==> src/rtl/sreg_pkg.sv <==
package sreg_pkg;
  localparam int SR_W    = 8;
  localparam int SEL_W   = $clog2(SR_W);
  localparam int AF_W    = 5;
  localparam int POS_IE  = 7;
  localparam int POS_TB  = 6;
  localparam int POS_HC  = 5;
  localparam int POS_SG  = 4;
  localparam int POS_OV  = 3;
  localparam int POS_NG  = 2;
  localparam int POS_ZR  = 1;
  localparam int POS_CY  = 0;
  localparam int ARITH_W = POS_HC + 1;

  // position in the status byte of ALU mask bit k (k: 4=H,3=V,2=N,1=Z,0=C)
  function automatic int mask_to_pos(input int k);
    case (k)
      4:       return POS_HC;
      3:       return POS_OV;
      2:       return POS_NG;
      1:       return POS_ZR;
      default: return POS_CY;
    endcase
  endfunction
endpackage

==> src/rtl/sreg_ie_ctrl.sv <==
module sreg_ie_ctrl (
  input  logic cur_ie,
  input  logic wr_en,
  input  logic wr_ie,
  input  logic take,
  input  logic ret,
  input  logic set,
  input  logic clr,
  output logic nxt_ie
);
  always_comb begin
    if (wr_en)            nxt_ie = wr_ie;
    else if (take)        nxt_ie = 1'b0;
    else if (ret || set)  nxt_ie = 1'b1;
    else if (clr)         nxt_ie = 1'b0;
    else                  nxt_ie = cur_ie;
  end
endmodule

==> src/rtl/sreg_flag_merge.sv <==
module sreg_flag_merge
  import sreg_pkg::*;
(
  input  logic [ARITH_W-1:0] cur,
  input  logic               upd,
  input  logic [AF_W-1:0]    mask,
  input  logic [AF_W-1:0]    vals,
  output logic [ARITH_W-1:0] nxt
);
  logic [ARITH_W-1:0] merged;

  always_comb merged[POS_SG] = cur[POS_SG];

  for (genvar k = 0; k < AF_W; k++) begin : g_flag
    localparam int P = mask_to_pos(k);
    assign merged[P] = (upd && mask[k]) ? vals[k] : cur[P];
  end

  logic touch_sign;
  assign touch_sign = upd && (mask[3] || mask[2]);

  always_comb begin
    nxt = merged;
    if (touch_sign) nxt[POS_SG] = merged[POS_NG] ^ merged[POS_OV];
  end
endmodule

==> src/rtl/sreg_bit_copy.sv <==
module sreg_bit_copy #(
  parameter int W  = 8,
  parameter int SW = $clog2(W)
) (
  input  logic [W-1:0]  src,
  input  logic [SW-1:0] sel,
  input  logic          tbit,
  output logic          picked,
  output logic [W-1:0]  loaded
);
  assign picked = src[sel];
  for (genvar b = 0; b < W; b++) begin : g_bit
    assign loaded[b] = (sel == SW'(b)) ? tbit : src[b];
  end
endmodule

==> src/rtl/cpu_status_reg.sv <==
module cpu_status_reg
  import sreg_pkg::*;
(
  input  logic              clk,
  input  logic              rst,
  input  logic              wr_en,
  input  logic [SR_W-1:0]   wr_data,
  input  logic              irq_take,
  input  logic              irq_ret,
  input  logic              ie_set,
  input  logic              ie_clr,
  input  logic              alu_en,
  input  logic [AF_W-1:0]   alu_mask,
  input  logic [AF_W-1:0]   alu_flags,
  input  logic              bst_en,
  input  logic [SR_W-1:0]   rf_byte,
  input  logic [SEL_W-1:0]  bit_sel,
  output logic [SR_W-1:0]   bld_byte,
  output logic [SR_W-1:0]   status
);
  logic [SR_W-1:0]    sr_q, sr_d;
  logic               ie_d, picked;
  logic [ARITH_W-1:0] arith_d;

  sreg_ie_ctrl u_ie (
    .cur_ie(sr_q[POS_IE]), .wr_en(wr_en), .wr_ie(wr_data[POS_IE]),
    .take(irq_take), .ret(irq_ret), .set(ie_set), .clr(ie_clr),
    .nxt_ie(ie_d)
  );

  sreg_flag_merge u_flags (
    .cur(sr_q[ARITH_W-1:0]), .upd(alu_en), .mask(alu_mask),
    .vals(alu_flags), .nxt(arith_d)
  );

  sreg_bit_copy #(.W(SR_W), .SW(SEL_W)) u_copy (
    .src(rf_byte), .sel(bit_sel), .tbit(sr_q[POS_TB]),
    .picked(picked), .loaded(bld_byte)
  );

  always_comb begin
    if (wr_en) begin
      sr_d = wr_data;
    end else begin
      sr_d[POS_IE]        = ie_d;
      sr_d[POS_TB]        = bst_en ? picked : sr_q[POS_TB];
      sr_d[ARITH_W-1:0]   = arith_d;
    end
  end

  always_ff @(posedge clk) begin
    if (rst) sr_q <= '0;
    else     sr_q <= sr_d;
  end

  assign status = sr_q;


  reset_clear_chk: assert property (@(posedge clk) rst |=> status == '0);

  bus_copy_chk: assert property (@(posedge clk) disable iff (rst)
    wr_en |=> status == $past(wr_data));

  take_drops_ie_chk: assert property (@(posedge clk) disable iff (rst)
    (irq_take && !wr_en) |=> !status[POS_IE]);

  ret_raises_ie_chk: assert property (@(posedge clk) disable iff (rst)
    ((irq_ret || ie_set) && !irq_take && !wr_en) |=> status[POS_IE]);

  sign_consistent_chk: assert property (@(posedge clk) disable iff (rst)
    (alu_en && (alu_mask[3] || alu_mask[2]) && !wr_en)
      |=> status[POS_SG] == (status[POS_NG] ^ status[POS_OV]));

  flags_hold_chk: assert property (@(posedge clk) disable iff (rst)
    (!alu_en && !wr_en) |=> $stable(status[ARITH_W-1:0]));

  tbit_hold_chk: assert property (@(posedge clk) disable iff (rst)
    (!bst_en && !wr_en) |=> $stable(status[POS_TB]));
endmodule

==> config.mk <==
export PLATFORM = sky130hd
export DESIGN_NAME = cpu_status_reg
export DESIGN_NICKNAME = d
export VERILOG_FILES = /design/src/rtl/sreg_pkg.sv /design/src/rtl/sreg_ie_ctrl.sv /design/src/rtl/sreg_flag_merge.sv /design/src/rtl/sreg_bit_copy.sv /design/src/rtl/cpu_status_reg.sv
export SDC_FILE = /design/constraint.sdc
export NUM_CORES = 1
export LEC_CHECK = 0
export ABC_AREA = 1
export CORE_MARGIN = 8
export CORE_UTILIZATION = 30
export DETAILED_ROUTE_END_ITERATION = 16
export PLACE_DENSITY = 0.75
export SLEW_MARGIN = 20
export SYNTH_ARGS = -nofsm -noshare
export SYNTH_HDL_FRONTEND = slang
export SYNTH_HIERARCHICAL = 1
export SYNTH_SLANG_ARGS = --single-unit
==> constraint.sdc <==
create_clock -name clk -period 1 [get_ports clk]
set_input_delay 0.2 -clock clk [delete_from_list [all_inputs] [get_ports clk]]
set_output_delay 0.2 -clock clk [all_outputs]
set_load 0.005 [all_outputs]
Yosys cells after proc, flatten, opt, wreduce, memory -nomap -nowiden
Cells that the tools add are included.
{"block": "totals", "ff_bits": 8, "latch_bits": 0, "ramBits": 0, "romBits": 0, "input_bits": 38, "out_inout_bits": 16, "elab_cells": 52, "n_memories": 0}
{"block": "classes", "addsub": 0, "n_mul": 0, "div": 0, "magnitude_cmp": 1, "eq_ne": 7, "shift": 0, "mux": 21, "bitwise_logic": 1, "n_reduce_logical": 15}
{"operator": "two-way mux 1 bit", "count": 19}
{"operator": "equality test 3 bit (second input constant)", "count": 4}
{"operator": "nonzero test 2 bit", "count": 5}
{"operator": "two-way mux 8 bit", "count": 1}
{"operator": "equality test 3 x 2 -> 1 bit (second input constant)", "count": 2}
{"operator": "logical AND 1 bit", "count": 6}
{"operator": "< comparator 3 x 4 -> 1 bit (second input constant)", "count": 1}
{"operator": "nonzero test 4 bit", "count": 1}
{"operator": "binary-select mux 1 bit (select 3 bit)", "count": 1}
{"operator": "equality test 3 x 1 -> 1 bit (second input constant)", "count": 1}
{"operator": "zero test 3 bit", "count": 1}
{"operator": "logical OR 1 bit", "count": 2}
{"operator": "bitwise XOR 1 bit", "count": 1}

Logic depth before layout (Yosys ltp)
{"block": "depth", "depth_word": 5, "mapped_depth": 12, "ltp_nobuf": 11}

Modules after synthesis
Netlist, hierarchy kept.
{"mod": "cpu_status_reg", "n_inst": 1, "cells_each": 38, "area_each_um2": 291.5, "seq_area_each_um2": 160.2}
{"mod": "sreg_bit_copy", "n_inst": 1, "cells_each": 52, "area_each_um2": 237.7, "seq_area_each_um2": 0.0}
{"mod": "sreg_flag_merge", "n_inst": 1, "cells_each": 34, "area_each_um2": 158.9, "seq_area_each_um2": 0.0}
{"mod": "sreg_ie_ctrl", "n_inst": 1, "cells_each": 8, "area_each_um2": 32.5, "seq_area_each_um2": 0.0}

Least setup slack after synthesis
No wires, ideal clock.
{"block": "synth_path", "path_type": "in2reg", "from": "input port bit_sel[0]", "to": "register sr_q[6], in the netlist status[6]", "setup_ps": 114, "t_arrival_ps": 841, "required_ps": 886, "setup_slack_ps": 45, "stages": 12, "path_buffers": 1, "cell_sequence": "buf_6 > inv_8 > nand2_1 > nand2_1 > nand2_1 > nand2_1 > nand2_1 > nand2_1 > nand2_1 > nand2_2 > nor2_1 > nor2_2"}
{"block": "synth_between", "elab_chain_cells": 4}
{"element": "start, declared", "line_no": "cpu_status_reg.sv:17", "source": "input logic [SEL_W-1:0] bit_sel,"}
{"element": "binary-select mux 1 bit (select 3 bit)", "line_no": "sreg_bit_copy.sv:11", "source": "assign picked = src[sel];"}
{"element": "two-way mux 1 bit (not written as such)", "line_no": "sreg_bit_copy.sv:11"}
{"element": "net picked", "line_no": "cpu_status_reg.sv:22", "source": "logic ie_d, picked;"}
{"element": "two-way mux 1 bit", "line_no": "cpu_status_reg.sv:46", "source": "sr_d[POS_TB] = bst_en ? picked : sr_q[POS_TB];"}
{"element": "two-way mux 8 bit", "line_no": "cpu_status_reg.sv:42", "source": "if (wr_en) begin"}
{"element": "end signal, assigned", "line_no": "cpu_status_reg.sv:53", "source": "else sr_q <= sr_d;"}
{"element": "end, declared", "line_no": "cpu_status_reg.sv:21", "source": "logic [SR_W-1:0] sr_q, sr_d;"}
The timed path passes the listed nets, and every way through them passes these cells. The select of a mux whose other input is x is not followed.
A chain may end at the register's enable or synchronous reset.

Worst setup path in the final report
{"block": "layout_path", "from": "register sr_q[6], in the netlist status[6]", "to": "output port bld_byte[0]"}
{"block": "layout_between", "elab_chain_cells": 1}
{"element": "two-way mux 1 bit", "line_no": "sreg_bit_copy.sv:13", "source": "assign loaded[b] = (sel == SW'(b)) ? tbit : src[b];"}
{"element": "end, declared", "line_no": "cpu_status_reg.sv:18", "source": "output logic [SR_W-1:0] bld_byte,"}
Every way passes these cells.

==> qor.yml <==
finalWirelength_um: 2789
fmax_ghz: 0.9061
grt.overflow.total: 0
synth_common_cells: "nand2_1, nor2_1, inv_1"
clkTransAtPathRegs_ns: 0.06
synth_area_um2: 720.7
largest_reg_flops: 8
dp_hpwl_um: 2208
syn_area_per_cell_um2: 5.460
finalClockSkew_ns: 0.0001383
synth-seq-cells: 8
holdCritPathClass: "input port to register"
cts.hold.buffers_added: 0
setup_viol: 9
placedCellCount: 224
via_per_inst: 4.588
cts_tree: "done"
drv_cap: 0
grt_pass1_wl_um: 4567
rsz0062_at_grt: "true"
irDropWorstVdd_mv: 0.6645
multi_input_area_um2: 521.8
n_fill_cell: 220
grtUsageTotal_pct: 12.67
synth-edff-count: 0
slowest_delay_ns: 0.36
port_buffers: 53
slew_violations: 0
violations: "setup timing"
ant_nets: 0
die_x_um: 65.02
regArea_um2: 170.2
syn-num-nets: 170
first_iter_violations: 45
grt_antenna_before_repair: 0
h-tree-depth: 1
path_class: "register to primary output"
dieArea_um2: 4227
clk_path_buf_depth: 2
std_cell_rows: 17
path_cells: "inv_6 -> o21ai_1 -> buf_2"
synth_top_flop_cell: "dfxtp_1"
root_buffer: "clkbuf_4"
firstDrtPassIters: 4
period_needed_ns: 1.104
tightest_slew_ns: 0.2740
r2r_slack_ns: 0.08
cts_buffers: 3
fin_ws_ns: -0.1036
antenna_cells: 0
finalHoldViolations: 0
status: "finished with violations"
ys_warn_count: 6
grt_max_degree: 10
synth_cell_types: 15
slowest_stage: "dfxtp_4"
synth_most_common_cell: "nand2_1"
synth-async-reset-ratio_pct: 0
cp.arrival_ns: 0.90
core_um2: 2233
powerDensity_nw_per_um2: 808.8
required_ns: 0.80
slew_headroom_pct: 81.73
crit_fanout: 8
synth.area.top_cells: "nand2_1, dfxtp_1, nor2_1, nand3_1, o21ai_0"
die_h_um: 65.02
area_growth_pct: 89.93
instances_no_fill: 228
num_vias: 1046
clock_latency_ns: 0.25
seq_area_frac_synth_pct: 22.22
place_congestion: 0.8443
initial_core_util_pct: 32.27
p_leak_nw: 0.7175
period_share_pct: 110.4
setup.worst_path.start_class: "register"
io_pins: 54
endpoint_kind: "primary output"
wl_per_cell_um: 12.23
fin_util_pct: 61.29
drc: 0
finalNetCount: 240
cts.sinks: 8
synth_top_area_share_pct: 25.00
yosysTopAreaCell: "nand2_1"
netlist_instances: 132
grt_pass1_vias: 1072
drive_gt1_share_pct: 36.50
[cell type report]
class                   instances  area share [%]
multi-input cells             106           38.12
flip-flops and latches          8           12.43
well taps                      28           2.559
clock buffers                   3           1.645
inverters                      15           5.210
repair buffers                 68           40.04
[metrics by stage]
stage	setup slack, ns	power (mW)	hold slack [ns]	TNS [ns]	area [µm²]
after global routing	-0.1498	1.190	0.5170	-1.278	1369
after floorplan	0.04516	0.5545	0.3349	0	720.7
final	-0.1036	1.107	0.4571	-0.7748	1369
after detailed placement	-0.9110	0.8796	0.6329	-11.12	1358
after global placement	-0.8739	0.8692	0.6248	-10.78	1358
after CTS	-0.1166	1.104	0.4469	-0.8897	1365
[path summary, 6_finish.rpt]
kind | from | end | cells after the start
max reg2reg | status[3]$_SDFF_PP0_ | status[4]$_SDFF_PP0_ | 7
max | status[6]$_SDFFE_PP0P_ | bld_byte[0] | 3
min reg2reg | status[4]$_SDFF_PP0_ | status[4]$_SDFF_PP0_ | 4
min | bit_sel[2] | status[6]$_SDFFE_PP0P_ | 7
[what timing repair did]
item | CTS | global route
hold endpoints to repair | 0 | 0
resized for setup | 107 | 31
buffers inserted | 1 | 0
pin swaps | 11 | 8
endpoints found under the setup margin | 24 | 20
[kinds of logic (layout without fill, tap and decap cells)]
kind of cell | count (synthesis) | in the layout | synth area share, %
DFF | 8 | 8 | 22.22
AOI/OAI and AO/OA | 22 | 22 | 16.32
buffers and inverters | 18 | 86 | 13.54
and+or+nand+nor | 84 | 84 | 47.92
[per-layer routing]
layer / share of wire [%] / GRT usage (%) / vias to the layer above
met5: 0 / 0 / -
met4: 0.50 / 1.635 / 0
met3: 8.0 / 4.983 / 2
met2: 50 / 22.98 / 34
met1: 42 / 13.87 / 452
li1: - / - / 558
[report_power, final]
part,switching (mW),internal (mW),leakage (nW),total (mW)
clock network,0.113,0.138,0.0138,0.251
logic,0.230,0.265,0.635,0.495
registers,0.0148,0.347,0.0686,0.362
total,0.357,0.750,0.718,1.11
[worst max-delay path, delay by kind of cell (launching register included)]
kind	cells	cell delay (ns)
AO/OA/AOI/OAI	1	0.12
buffers and inverters	2	0.17
flip-flops	1	0.36
[cell usage in the layout (no fill, tap or decap), drive strengths merged]
cell type and instances:
o21ai 16, nor2 20, inv 15, clkdlybuf4s15 1, a31oi 3, clkdlybuf4s50 20, nand2 52, dlygate4sd2 11
clkbuf 7, nand3 12, dfxtp 8, buf 32, a21oi 3
Note: power is estimated with default switching activity, not from simulation.
